[config.mk]
export PLATFORM = sky130hd
export DESIGN_NAME = tamper_wake_ctrl
export DESIGN_NICKNAME = d
export VERILOG_FILES = /design/src/rtl/tamp_evt_pkg.sv /design/src/rtl/tamp_flag_bank.sv /design/src/rtl/tamp_regif.sv /design/src/rtl/tamp_wake_gate.sv /design/src/rtl/tamper_wake_ctrl.sv
export SDC_FILE = /design/constraint.sdc
export NUM_CORES = 1
export LEC_CHECK = 0
export BUFFER_PORTS_ARGS = -buffer_cell sky130_fd_sc_hd__buf_2
export CAP_MARGIN = 30
export CORE_AREA = 5 5 62 64
export DETAILED_ROUTE_END_ITERATION = 8
export DIE_AREA = 0 0 67 69
export GPL_ROUTABILITY_DRIVEN = 0
export GPL_TIMING_DRIVEN = 0
export HOLD_SLACK_MARGIN = 0.03
export PLACE_DENSITY = 0.74
export REMOVE_ABC_BUFFERS = 1
export SLEW_MARGIN = 20
export SYNTH_ARGS = -nofsm -noshare
export SYNTH_HDL_FRONTEND = slang
export SYNTH_SLANG_ARGS = --single-unit
[constraint.sdc]
create_clock -name clk_i -period 1.8 [get_ports clk_i]
set_input_delay 0.18 -clock clk_i [delete_from_list [all_inputs] [get_ports clk_i]]
set_output_delay 0.18 -clock clk_i [all_outputs]
set_load 0.1 [all_outputs]
[src/rtl/tamp_evt_pkg.sv]
package tamp_evt_pkg;

  localparam int unsigned REG_W    = 32;
  localparam int unsigned INT_BASE = 16;

  localparam logic [7:0] OFF_ENABLE = 8'h00;
  localparam logic [7:0] OFF_STATUS = 8'h04;
  localparam logic [7:0] OFF_MASKED = 8'h08;
  localparam logic [7:0] OFF_CLEAR  = 8'h0C;

  typedef enum logic [1:0] {
    LP_RUN      = 2'd0,
    LP_STOP     = 2'd1,
    LP_STANDBY  = 2'd2,
    LP_SHUTDOWN = 2'd3
  } lp_mode_e;

  typedef enum logic [1:0] {
    CK_LSE   = 2'd0,
    CK_LSI   = 2'd1,
    CK_OTHER = 2'd2,
    CK_RSVD  = 2'd3
  } clk_src_e;

endpackage

[src/rtl/tamp_flag_bank.sv]
module tamp_flag_bank #(
  parameter int unsigned W = 8
) (
  input  logic         clk_i,
  input  logic         rst_ni,
  input  logic [W-1:0] evt_i,
  input  logic [W-1:0] clr_i,
  output logic [W-1:0] flag_o
);

  for (genvar i = 0; i < W; i++) begin : g_flag
    logic flag_q;
    always_ff @(posedge clk_i or negedge rst_ni) begin
      if (!rst_ni)        flag_q <= 1'b0;
      else if (evt_i[i])  flag_q <= 1'b1;   // event beats clear
      else if (clr_i[i])  flag_q <= 1'b0;
    end
    assign flag_o[i] = flag_q;
  end

endmodule

[src/rtl/tamp_regif.sv]
module tamp_regif
  import tamp_evt_pkg::*;
#(
  parameter int unsigned N_EXT = 4,
  parameter int unsigned N_INT = 3,
  parameter int unsigned AW    = 8,
  localparam int unsigned W    = N_EXT + N_INT
) (
  input  logic             clk_i,
  input  logic             rst_ni,
  input  logic [AW-1:0]    addr_i,
  input  logic             wr_i,
  input  logic [REG_W-1:0] wdata_i,
  input  logic [W-1:0]     flag_i,
  output logic [W-1:0]     en_o,
  output logic [W-1:0]     masked_o,
  output logic [W-1:0]     clr_o,
  output logic [REG_W-1:0] rdata_o
);

  logic [REG_W-1:0] wdata_unused;
  logic [W-1:0]     wsrc;
  logic [W-1:0]     en_q;
  logic [REG_W-1:0] en_word, st_word, mk_word;
  logic             sel_en, sel_st, sel_mk, sel_clr;

  assign sel_en  = (addr_i == AW'(OFF_ENABLE));
  assign sel_st  = (addr_i == AW'(OFF_STATUS));
  assign sel_mk  = (addr_i == AW'(OFF_MASKED));
  assign sel_clr = (addr_i == AW'(OFF_CLEAR));

  // word <-> source vector mapping: ext at bit x, int at INT_BASE+y
  for (genvar x = 0; x < N_EXT; x++) begin : g_ext_map
    assign wsrc[x] = wdata_i[x];
  end
  for (genvar y = 0; y < N_INT; y++) begin : g_int_map
    assign wsrc[N_EXT+y] = wdata_i[INT_BASE+y];
  end
  assign wdata_unused = wdata_i;

  always_ff @(posedge clk_i or negedge rst_ni) begin
    if (!rst_ni)             en_q <= '0;
    else if (wr_i && sel_en) en_q <= wsrc;
  end

  assign en_o     = en_q;
  assign masked_o = flag_i & en_q;
  assign clr_o    = (wr_i && sel_clr) ? wsrc : '0;

  always_comb begin
    en_word = '0;
    st_word = '0;
    mk_word = '0;
    for (int x = 0; x < N_EXT; x++) begin
      en_word[x] = en_q[x];
      st_word[x] = flag_i[x];
      mk_word[x] = masked_o[x];
    end
    for (int y = 0; y < N_INT; y++) begin
      en_word[INT_BASE+y] = en_q[N_EXT+y];
      st_word[INT_BASE+y] = flag_i[N_EXT+y];
      mk_word[INT_BASE+y] = masked_o[N_EXT+y];
    end
  end

  always_comb begin
    rdata_o = '0;
    if (sel_en)      rdata_o = en_word;
    else if (sel_st) rdata_o = st_word;
    else if (sel_mk) rdata_o = mk_word;
  end

endmodule

[src/rtl/tamp_wake_gate.sv]
module tamp_wake_gate
  import tamp_evt_pkg::*;
#(
  parameter int unsigned W = 8
) (
  input  logic [W-1:0] masked_i,
  input  logic [W-1:0] filt_i,
  input  logic [1:0]   lp_mode_i,
  input  logic [1:0]   clk_src_i,
  output logic         wake_o
);

  lp_mode_e mode;
  clk_src_e src;
  logic     filt_ok;
  logic [W-1:0] elig;

  assign mode = lp_mode_e'(lp_mode_i);
  assign src  = clk_src_e'(clk_src_i);

  // can a filtered level detector keep running in this mode?
  always_comb begin
    unique case (mode)
      LP_RUN:                filt_ok = 1'b1;
      LP_STOP, LP_STANDBY:   filt_ok = (src == CK_LSE) || (src == CK_LSI);
      LP_SHUTDOWN:           filt_ok = (src == CK_LSE);
      default:               filt_ok = 1'b0;
    endcase
  end

  for (genvar i = 0; i < W; i++) begin : g_elig
    assign elig[i] = masked_i[i] & (~filt_i[i] | filt_ok);
  end

  assign wake_o = |elig;

endmodule

[src/rtl/tamper_wake_ctrl.sv]
module tamper_wake_ctrl
  import tamp_evt_pkg::*;
#(
  parameter int unsigned N_EXT = 4,
  parameter int unsigned N_INT = 3,
  parameter int unsigned AW    = 8
) (
  input  logic             clk_i,
  input  logic             rst_ni,
  input  logic [N_EXT-1:0] ext_evt_i,
  input  logic [N_INT-1:0] int_evt_i,
  input  logic [N_EXT-1:0] ext_filt_i,
  input  logic [1:0]       lp_mode_i,
  input  logic [1:0]       clk_src_i,
  input  logic [AW-1:0]    reg_addr_i,
  input  logic             reg_wr_i,
  input  logic [31:0]      reg_wdata_i,
  output logic [31:0]      reg_rdata_o,
  output logic             irq_o,
  output logic             wake_o
);

  localparam int unsigned W = N_EXT + N_INT;

  logic [W-1:0] evt_vec, clr_vec, flags_q, en_q, masked, filt_w;

  assign evt_vec = {int_evt_i, ext_evt_i};
  assign filt_w  = {{N_INT{1'b0}}, ext_filt_i};

  tamp_regif #(.N_EXT(N_EXT), .N_INT(N_INT), .AW(AW)) u_regif (
    .clk_i    (clk_i),
    .rst_ni   (rst_ni),
    .addr_i   (reg_addr_i),
    .wr_i     (reg_wr_i),
    .wdata_i  (reg_wdata_i),
    .flag_i   (flags_q),
    .en_o     (en_q),
    .masked_o (masked),
    .clr_o    (clr_vec),
    .rdata_o  (reg_rdata_o)
  );

  tamp_flag_bank #(.W(W)) u_flags (
    .clk_i  (clk_i),
    .rst_ni (rst_ni),
    .evt_i  (evt_vec),
    .clr_i  (clr_vec),
    .flag_o (flags_q)
  );

  tamp_wake_gate #(.W(W)) u_wake (
    .masked_i  (masked),
    .filt_i    (filt_w),
    .lp_mode_i (lp_mode_i),
    .clk_src_i (clk_src_i),
    .wake_o    (wake_o)
  );

  assign irq_o = |masked;

endmodule

==> impl_metrics.prom, run 1 <==
# TYPE chip_impl_metric gauge
chip_impl_metric{name="numPortBuffers",unit=""} 41
chip_impl_metric{name="dp_hpwl",unit="mm"} 1.92
chip_impl_info{name="hold_class",value="input port to flip-flop"} 1
chip_impl_metric{name="final_max_slew_viols",unit=""} 0
chip_impl_metric{name="antenna-diode-count",unit=""} 0
chip_impl_metric{name="num_vias",unit=""} 907
chip_impl_metric{name="critPathBufInv",unit=""} 3
chip_impl_metric{name="leakage_power",unit="nW"} 0.695
chip_impl_metric{name="number_of_standard_cells_in_the_layout_taps_in_and_fillers_out",unit=""} 210
chip_impl_metric{name="totalPowerFinal",unit="mW"} 1.01
chip_impl_info{name="tritoncts",value="yes"} 1
chip_impl_metric{name="placed_cells",unit=""} 199
chip_impl_info{name="cts.root.buffer_cell",value="sky130_fd_sc_hd__clkbuf_4"} 1
chip_impl_metric{name="drtIter0Drc",unit=""} 11
chip_impl_info{name="crit_path_end",value="wake_o"} 1
chip_impl_metric{name="final_cell_area",unit="µm²"} 1410
chip_impl_metric{name="cap_violations",unit=""} 0
chip_impl_metric{name="layout_worst_path_cycle_share",unit=""} 1.05
chip_impl_metric{name="placedInstanceArea",unit="µm²"} 1220
chip_impl_metric{name="timing.critical_path.required",unit="ns"} 1.62
chip_impl_info{name="violations",value="setup timing"} 1
chip_impl_metric{name="irDropWorstVdd",unit="mV"} 0.293
chip_impl_metric{name="ant_nets",unit=""} 0
chip_impl_info{name="critPathLaunch",value="lp_mode_i[1]"} 1
chip_impl_info{name="cp-end-kind",value="output pin"} 1
chip_impl_info{name="critPathTopFamily",value="simple AND/OR/NAND/NOR gates"} 1
chip_impl_metric{name="grt_pass1_vias",unit=""} 837
chip_impl_metric{name="power.density_cell_area",unit="nW/µm²"} 715
chip_impl_metric{name="top_level_ports",unit=""} 92
chip_impl_metric{name="critical_path.max_fanout",unit=""} 2
chip_impl_info{name="reg2reg_from",value="u_regif.en_o[4]"} 1
chip_impl_info{name="outcome",value="finished, violations left"} 1
chip_impl_metric{name="globalRoute.totalOverflow",unit=""} 0
chip_impl_metric{name="cp_num_cells",unit=""} 8
chip_impl_metric{name="period_minus_slack",unit="ns"} 1.88
chip_impl_metric{name="holdWs",unit="ns"} 0.0690
chip_impl_metric{name="share_of_layout_cells_above_drive_strength_1",unit=""} 0.390
chip_impl_metric{name="die_h",unit="µm"} 69
chip_impl_metric{name="first_pass_grt_wire_length",unit="mm"} 4.01
chip_impl_metric{name="design.final.nets",unit=""} 226
chip_impl_metric{name="die_width",unit="µm"} 67
chip_impl_metric{name="detail_route.first_pass.iterations",unit=""} 4
chip_impl_metric{name="grt_max_degree",unit=""} 17
chip_impl_metric{name="regToRegSetupSlack",unit="ns"} 0.88
chip_impl_metric{name="number_of_antenna_violations_at_the_first_check_in_global_routing",unit=""} 0
chip_impl_metric{name="clock_skew",unit="ns"} 0
chip_impl_metric{name="ys_ff_latch",unit=""} 14
chip_impl_metric{name="syn-instance-count",unit=""} 117
chip_impl_metric{name="cts_h_tree_depth",unit=""} 1
chip_impl_metric{name="slowest_delay",unit="ns"} 0.50
chip_impl_metric{name="tritoncts.num_buffers",unit=""} 3
chip_impl_metric{name="groute.usage.overall",unit=""} 0.114
chip_impl_info{name="worstSetupPathType",value="input port to output pin"} 1
chip_impl_metric{name="rows",unit=""} 21
chip_impl_metric{name="area_delta_synth_final",unit="%"} 30.4
chip_impl_metric{name="worst_slack",unit="ns"} -0.0814
chip_impl_info{name="critical_path.startpoint_type",value="input port"} 1
chip_impl_metric{name="mappedNetlistArea",unit="µm²"} 1080
chip_impl_metric{name="via_density_per_instance",unit=""} 4.32
chip_impl_metric{name="timing.critical_path.arrival",unit="ns"} 1.70
chip_impl_metric{name="ctsLongestPathBuffers",unit=""} 2
chip_impl_metric{name="drt_drc_violations_left",unit=""} 0
chip_impl_metric{name="yosys_warnings",unit=""} 0
chip_impl_metric{name="synth-seq-area-share",unit=""} 0.325
chip_impl_info{name="timing.critical_path.cells",value="buf_8 -> inv_4 -> ha_4 -> nor2b_4 -> a2111oi_4 -> o21ai_2 -> or4_4 -> buf_12"} 1
chip_impl_metric{name="floorplan.initialDensity",unit=""} 0.334
chip_impl_metric{name="syn_avg_cell_area",unit="µm²"} 9.22
chip_impl_info{name="capture_instance_of_the_worst_register_to_register_path",value="u_regif.en_o[4]"} 1
chip_impl_metric{name="timing.fmax",unit="MHz"} 532
chip_impl_metric{name="postRouteWirelength",unit="mm"} 2.61
chip_impl_metric{name="average_wire_per_standard_cell",unit="µm"} 12.4
chip_impl_metric{name="synth.distinct_cells",unit=""} 25
chip_impl_metric{name="ff2ff_path_depth",unit=""} 2
chip_impl_metric{name="fin_setup_tns",unit="ns"} -0.0814
chip_impl_info{name="slowest_stage",value="sky130_fd_sc_hd__or4_4"} 1
chip_impl_metric{name="setup_viol",unit=""} 1
chip_impl_metric{name="dieArea",unit="µm²"} 4620
chip_impl_metric{name="core",unit="µm²"} 3230
chip_impl_metric{name="cts.reportedPaths.clkPinSlew",unit="ns"} 0.08
chip_impl_info{name="rsz0062_at_grt",value="true"} 1
chip_impl_metric{name="fillCellCount",unit=""} 346
chip_impl_metric{name="worstSkewPairLatency",unit="ns"} 0.28
chip_impl_metric{name="cts.sink_count",unit=""} 14
chip_impl_metric{name="report.final.hold_viol_count",unit=""} 0
==> logic make-up after synthesis <==
logic type | Yosys count | synth area share
AO/OA/AOI/OAI | 20 | 0.144
adder cells (fa/ha/maj) | 2 | 0.0232
buffers and inverters | 32 | 0.202
flip-flops | 14 | 0.325
multiplexers | 14 | 0.138
other | 1 | 0.00348
AND/OR/NAND/NOR | 34 | 0.165
==> placed cells by master (no fill, tap or decap), drive strengths merged <==
master and count:
o21ai 1, dlygate4sd3 1, nor2b 1, mux2 7, and3 1, o22a 7, conb 25, buf 47
nand4 1, nand2 16, and2 1, a21o 7, a2111oi 1, dfrtp 14, or4 1, a211oi 1
and4 2, mux2i 7, nor4 1, clkbuf 4, inv 3, nor2 10, ha 2, a21oi 3
==> layout make-up <==
class	count	area, µm²	area share
Sequential cell	14	350	0.249
Inverter	3	13.8	0.00979
Clock buffer	3	22.5	0.0160
Timing Repair Buffer	49	308	0.219
Multi-Input combinational cell	95	654	0.465
Tap cell	46	57.6	0.0409
==> Yosys cell counts (all sizes together) <==
master | count | area (µm²)
ha | 2 | 25.0
inv | 3 | 11.3
or4 | 1 | 7.51
a211oi | 1 | 12.5
mux2 | 7 | 78.8
nor4 | 1 | 21.3
clkbuf | 1 | 3.75
a2111oi | 1 | 8.76
nand4 | 1 | 12.5
mux2i | 7 | 70.1
dfrtp | 14 | 350
buf | 28 | 203
a21oi | 3 | 15.0
and2 | 1 | 6.26
nor2 | 10 | 40.0
and4 | 2 | 17.5
and3 | 1 | 6.26
a21o | 7 | 52.6
o22a | 7 | 61.3
conb | 1 | 3.75
nand2 | 16 | 60.1
nor2b | 1 | 6.26
o21ai | 1 | 5.00
==> metrics by stage <==
| stage | utilization | setup WS (ns) |
|---|---|---|
| floorplan | - | -0.329 |
| global placement | 0.379 | -0.349 |
| detailed placement | 0.379 | -0.344 |
| CTS | 0.427 | -0.128 |
| global route | 0.435 | -0.142 |
| finish | 0.435 | -0.0814 |
==> power breakdown <==
group,internal [mW],leakage (nW),switching (mW)
Combinational,0.114,0.523,0.391
Sequential,0.322,0.158,0.00492
Clock,0.0776,0.0138,0.0967
Total,0.513,0.695,0.493
==> flip-flops by register name (all words and copies together) (netlist names) <==
name and flops:
u_regif.en_o 7, u_flags.g_flag.flag_q 7
==> worst min path at each step <==
stage	start	to	cells past startpoint
after floorplan	rst_ni	u_flags.g_flag[0].flag_q	0
after global placement	rst_ni	u_flags.g_flag[5].flag_q	1
after detailed placement	rst_ni	u_flags.g_flag[6].flag_q	1
after CTS	ext_evt_i[1]	u_flags.g_flag[1].flag_q	2
after global routing	ext_evt_i[1]	u_flags.g_flag[1].flag_q	2
final	ext_evt_i[1]	u_flags.g_flag[1].flag_q	2
==> timing repair <==
action / CTS / global route
hold buffers: 1 / 0
gates resized for setup: 16 / 7
hold endpoints to repair: 14 / 0
setup endpoints to repair: 1 / 3
pin swaps: 8 / 3
setup buffers: 7 / 0
==> metal layers <==
metal | track usage | share of wire | wire length [µm]
met1 | 0.138 | 0.41 | 1080
met2 | 0.187 | 0.47 | 1230
met3 | 0.0227 | 0.097 | 252
met4 | 0.0541 | 0.020 | 51
met5 | 0 | 0 | 0
Power figures use the tool's default switching activity.
==> inputs of run 2 (changes only) <==
--- a/config.mk
+++ b/config.mk
@@ -7,15 +7,16 @@
 export LEC_CHECK = 0
 export BUFFER_PORTS_ARGS = -buffer_cell sky130_fd_sc_hd__buf_2
 export CAP_MARGIN = 30
-export CORE_AREA = 5 5 62 64
+export CORE_AREA = 5 5 65 67
 export DETAILED_ROUTE_END_ITERATION = 8
-export DIE_AREA = 0 0 67 69
+export DIE_AREA = 0 0 70 72
 export GPL_ROUTABILITY_DRIVEN = 0
 export GPL_TIMING_DRIVEN = 0
 export HOLD_SLACK_MARGIN = 0.03
-export PLACE_DENSITY = 0.74
+export PLACE_DENSITY = 0.72
 export REMOVE_ABC_BUFFERS = 1
 export SLEW_MARGIN = 20
 export SYNTH_ARGS = -nofsm -noshare
 export SYNTH_HDL_FRONTEND = slang
+export SYNTH_HIERARCHICAL = 1
 export SYNTH_SLANG_ARGS = --single-unit
==> impl_metrics.prom, run 2 <==
# TYPE chip_impl_metric gauge
chip_impl_info{name="outcome",value="finished, violations left"} 1
chip_impl_info{name="violations",value="setup timing"} 1
chip_impl_info{name="cp-end-kind",value="output pin"} 1
chip_impl_metric{name="power.density_cell_area",unit="nW/µm²"} 699
chip_impl_metric{name="report.final.hold_viol_count",unit=""} 0
chip_impl_metric{name="placed_cells",unit=""} 222
chip_impl_info{name="ys_dominant_reg_cell",value="sky130_fd_sc_hd__dfrtp_1"} 1
chip_impl_metric{name="core",unit="µm²"} 3580
chip_impl_info{name="critPathTopFamily",value="simple AND/OR/NAND/NOR gates"} 1
chip_impl_metric{name="clock_skew",unit="ns"} 0
chip_impl_metric{name="average_wire_per_standard_cell",unit="µm"} 11.8
chip_impl_info{name="tritoncts",value="yes"} 1
chip_impl_metric{name="critical_path.max_fanout",unit=""} 3
chip_impl_metric{name="timing.critical_path.required",unit="ns"} 1.62
chip_impl_metric{name="top_level_ports",unit=""} 92
chip_impl_metric{name="rows",unit=""} 22
chip_impl_metric{name="timing.fmax",unit="MHz"} 479
chip_impl_info{name="worst_hold_endpoint",value="u_flags/g_flag[2].flag_q"} 1
chip_impl_info{name="slowest_stage",value="sky130_fd_sc_hd__or4_4"} 1
chip_impl_metric{name="final_cell_area",unit="µm²"} 1450
chip_impl_metric{name="ant_nets",unit=""} 0
chip_impl_metric{name="hold-path-cell-count",unit=""} 2
chip_impl_metric{name="synth-seq-area-share",unit=""} 0.293
chip_impl_info{name="worstSetupPathType",value="flip-flop to output pin"} 1
chip_impl_metric{name="tritoncts.num_buffers",unit=""} 3
chip_impl_metric{name="first_pass_grt_wire_length",unit="mm"} 4.40
chip_impl_metric{name="drtIter0Drc",unit=""} 27
chip_impl_info{name="reg2reg_from",value="u_flags/g_flag[1].flag_q"} 1
chip_impl_metric{name="share_of_layout_cells_above_drive_strength_1",unit=""} 0.367
chip_impl_metric{name="ff2ff_path_depth",unit=""} 2
chip_impl_metric{name="netlist.area_leader.share",unit=""} 0.293
chip_impl_metric{name="globalRoute.totalOverflow",unit=""} 0
chip_impl_metric{name="regToRegSetupSlack",unit="ns"} 0.99
chip_impl_metric{name="dieArea",unit="µm²"} 5040
chip_impl_info{name="critical_path.startpoint_type",value="flip-flop"} 1
chip_impl_metric{name="yosys_warnings",unit=""} 6
chip_impl_info{name="capture_instance_of_the_worst_register_to_register_path",value="u_flags/g_flag[1].flag_q"} 1
chip_impl_metric{name="fillCellCount",unit=""} 370
chip_impl_metric{name="area_delta_synth_final",unit="%"} 20.9
chip_impl_metric{name="slowest_delay",unit="ns"} 0.56
chip_impl_metric{name="num_vias",unit=""} 1010
chip_impl_metric{name="cts_h_tree_depth",unit=""} 1
chip_impl_metric{name="antenna-diode-count",unit=""} 0
chip_impl_info{name="cts.root.buffer_cell",value="sky130_fd_sc_hd__clkbuf_4"} 1
chip_impl_metric{name="syn-instance-count",unit=""} 139
chip_impl_metric{name="pre_cts_slack",unit="ns"} -0.122
chip_impl_info{name="synth.cells.most_frequent",value="sky130_fd_sc_hd__buf_4 (32), sky130_fd_sc_hd__inv_1 (18), sky130_fd_sc_hd__and2_1 (14), sky130_fd_sc_hd__dfrtp_1 (14), sky130_fd_sc_hd__nand2_1 (8)"} 1
chip_impl_metric{name="dp_hpwl",unit="mm"} 2.17
chip_impl_metric{name="critPathBufInv",unit=""} 1
chip_impl_metric{name="detail_route.first_pass.iterations",unit=""} 4
chip_impl_metric{name="worst_slack",unit="ns"} -0.286
chip_impl_metric{name="setup_viol",unit=""} 1
chip_impl_metric{name="design.final.nets",unit=""} 242
chip_impl_metric{name="layout_worst_path_cycle_share",unit=""} 1.16
chip_impl_metric{name="irDropWorstVdd",unit="mV"} 0.444
chip_impl_info{name="hold_class",value="input port to flip-flop"} 1
chip_impl_metric{name="mappedNetlistArea",unit="µm²"} 1200
chip_impl_metric{name="totalPowerFinal",unit="mW"} 1.01
chip_impl_metric{name="seq_power_share",unit=""} 0.324
chip_impl_info{name="mostFrequentLayoutCell",value="sky130_fd_sc_hd__buf_2"} 1
chip_impl_metric{name="placedInstanceArea",unit="µm²"} 1320
chip_impl_metric{name="die_h",unit="µm"} 72
chip_impl_metric{name="drt_drc_violations_left",unit=""} 0
chip_impl_metric{name="die_width",unit="µm"} 70
chip_impl_metric{name="timing.critical_path.arrival",unit="ns"} 1.91
chip_impl_metric{name="final_max_slew_viols",unit=""} 0
chip_impl_info{name="layout.cells.most_common_list",value="sky130_fd_sc_hd__buf_2 (33), sky130_fd_sc_hd__conb_1 (28), sky130_fd_sc_hd__inv_1 (18), sky130_fd_sc_hd__dfrtp_1 (14), sky130_fd_sc_hd__and2_1 (10)"} 1
chip_impl_metric{name="worstSkewPairLatency",unit="ns"} 0.27
chip_impl_metric{name="floorplan.initialDensity",unit=""} 0.334
chip_impl_metric{name="number_of_standard_cells_in_the_layout_taps_in_and_fillers_out",unit=""} 228
chip_impl_metric{name="postRouteWirelength",unit="mm"} 2.68
chip_impl_metric{name="power.clock.fraction",unit=""} 0.169
chip_impl_metric{name="synth.distinct_cells",unit=""} 27
chip_impl_metric{name="grt_pass1_vias",unit=""} 948
chip_impl_metric{name="grt_max_degree",unit=""} 15
chip_impl_metric{name="switching_power",unit="mW"} 0.501
chip_impl_metric{name="synth_enable_flop_cells",unit=""} 0
chip_impl_metric{name="leakage_power",unit="nW"} 0.701
chip_impl_info{name="yosysTopAreaCell",value="sky130_fd_sc_hd__dfrtp_1"} 1
chip_impl_info{name="post_synth_main_area_contributors",value="sky130_fd_sc_hd__dfrtp_1 (29%), sky130_fd_sc_hd__buf_4 (20%), sky130_fd_sc_hd__and2_1 (7.3%), sky130_fd_sc_hd__mux2_2 (6.6%), sky130_fd_sc_hd__inv_1 (5.6%)"} 1
chip_impl_metric{name="via_density_per_instance",unit=""} 4.43
chip_impl_info{name="timing.critical_path.cells",value="and2_4 -> or4_4 -> o22ai_2 -> o311ai_2 -> buf_6"} 1
chip_impl_info{name="rsz0062_at_grt",value="true"} 1
chip_impl_metric{name="cellInternalPower",unit="mW"} 0.510
chip_impl_metric{name="cts.reportedPaths.clkPinSlew",unit="ns"} 0.08
chip_impl_metric{name="cap_violations",unit=""} 0
chip_impl_metric{name="syn_avg_cell_area",unit="µm²"} 8.61
chip_impl_metric{name="pwr-share-comb",unit=""} 0.507
chip_impl_metric{name="ctsLongestPathBuffers",unit=""} 2
chip_impl_metric{name="cts.sink_count",unit=""} 14
chip_impl_metric{name="number_of_antenna_violations_at_the_first_check_in_global_routing",unit=""} 0
chip_impl_metric{name="ys_async_sr_fraction",unit=""} 1.00
chip_impl_metric{name="ys_ff_latch",unit=""} 14
chip_impl_info{name="most_used_standard_cell_by_instance_count_after_synthesis",value="sky130_fd_sc_hd__buf_4"} 1
chip_impl_metric{name="sw_frac_of_total",unit=""} 0.496
chip_impl_metric{name="groute.usage.overall",unit=""} 0.107
chip_impl_metric{name="period_minus_slack",unit="ns"} 2.09
chip_impl_metric{name="numPortBuffers",unit=""} 41
chip_impl_info{name="holdCritStartpoint",value="ext_evt_i[2]"} 1
-- run 2: power groups by stage --
stage / Sequential, mW / Combinational (mW) / Clock (mW)
floorplan: 0.332 / 0.386 / 0
global placement: 0.333 / 0.456 / 0
detailed placement: 0.333 / 0.459 / 0
CTS: 0.327 / 0.468 / 0.178
global route: 0.329 / 0.535 / 0.198
finish: 0.327 / 0.512 / 0.171
-- run 2: logic make-up after synthesis --
| logic type | count (synthesis) | share of synthesized area |
|---|---|---|
| other | 2 | 0.00628 |
| AO/OA/AOI/OAI | 27 | 0.153 |
| flip-flops | 14 | 0.293 |
| multiplexers | 7 | 0.0659 |
| adder cells (fa/ha/maj) | 2 | 0.0209 |
| AND/OR/NAND/NOR | 37 | 0.204 |
| buffers and inverters | 50 | 0.257 |
-- run 2: repair_timing --
action / CTS / global route
gates resized for setup: 4 / 20
pin swaps: 1 / 1
endpoints found under the hold margin: 14 / 0
hold buffers: 1 / 0
setup endpoints to repair: 1 / 8
buffers inserted: 2 / 0
-- run 2: worst max-delay path by stage --
stage                                         from      to  slack, ns  cells after the start
after floorplan           u_flags/g_flag[0].flag_q  wake_o      -1.38                      4
after global placement    u_flags/g_flag[0].flag_q  wake_o       -0.1                      5
after detailed placement  u_flags/g_flag[0].flag_q  wake_o      -0.12                      5
after CTS                 u_flags/g_flag[0].flag_q  wake_o      -0.29                      5
after global routing      u_flags/g_flag[0].flag_q  wake_o      -0.36                      5
final                     u_flags/g_flag[0].flag_q  wake_o      -0.29                      5
-- run 2: layer usage --
layer / track usage / vias to the layer above / share of wire
li1: - / 488 / -
met1: 0.130 / 468 / 0.39
met2: 0.188 / 50 / 0.50
met3: 0.0235 / 4 / 0.097
met4: 0.0383 / 0 / 0.012
met5: 0 / - / 0
-- run 2: worst reg2reg max path, cell delays in order, from the launching register on --
cell and delay (ns):
sky130_fd_sc_hd__dfrtp_1 0.39, sky130_fd_sc_hd__buf_4 0.14, sky130_fd_sc_hd__a21o_1 0.18
-- run 2: through the flow --
| step | TNS, ns | util | hold WS [ns] |
|---|---|---|---|
| final | -0.286 | 0.404 | 0.0812 |
| after CTS | -0.295 | 0.386 | 0.0739 |
| after detailed placement | -0.122 | 0.369 | 0.0948 |
| after global routing | -0.367 | 0.404 | 0.0751 |
| after floorplan | -5.23 | - | -0.116 |
| after global placement | -0.0961 | 0.369 | 0.0883 |
-- run 2: layout make-up --
cell class	count	area, µm²	area share
Tap cell	48	60.1	0.0415
Sequential cell	14	350	0.242
Clock buffer	3	22.5	0.0156
Inverter	18	67.6	0.0467
Multi-Input combinational cell	101	679	0.470
Timing Repair Buffer	44	267	0.184
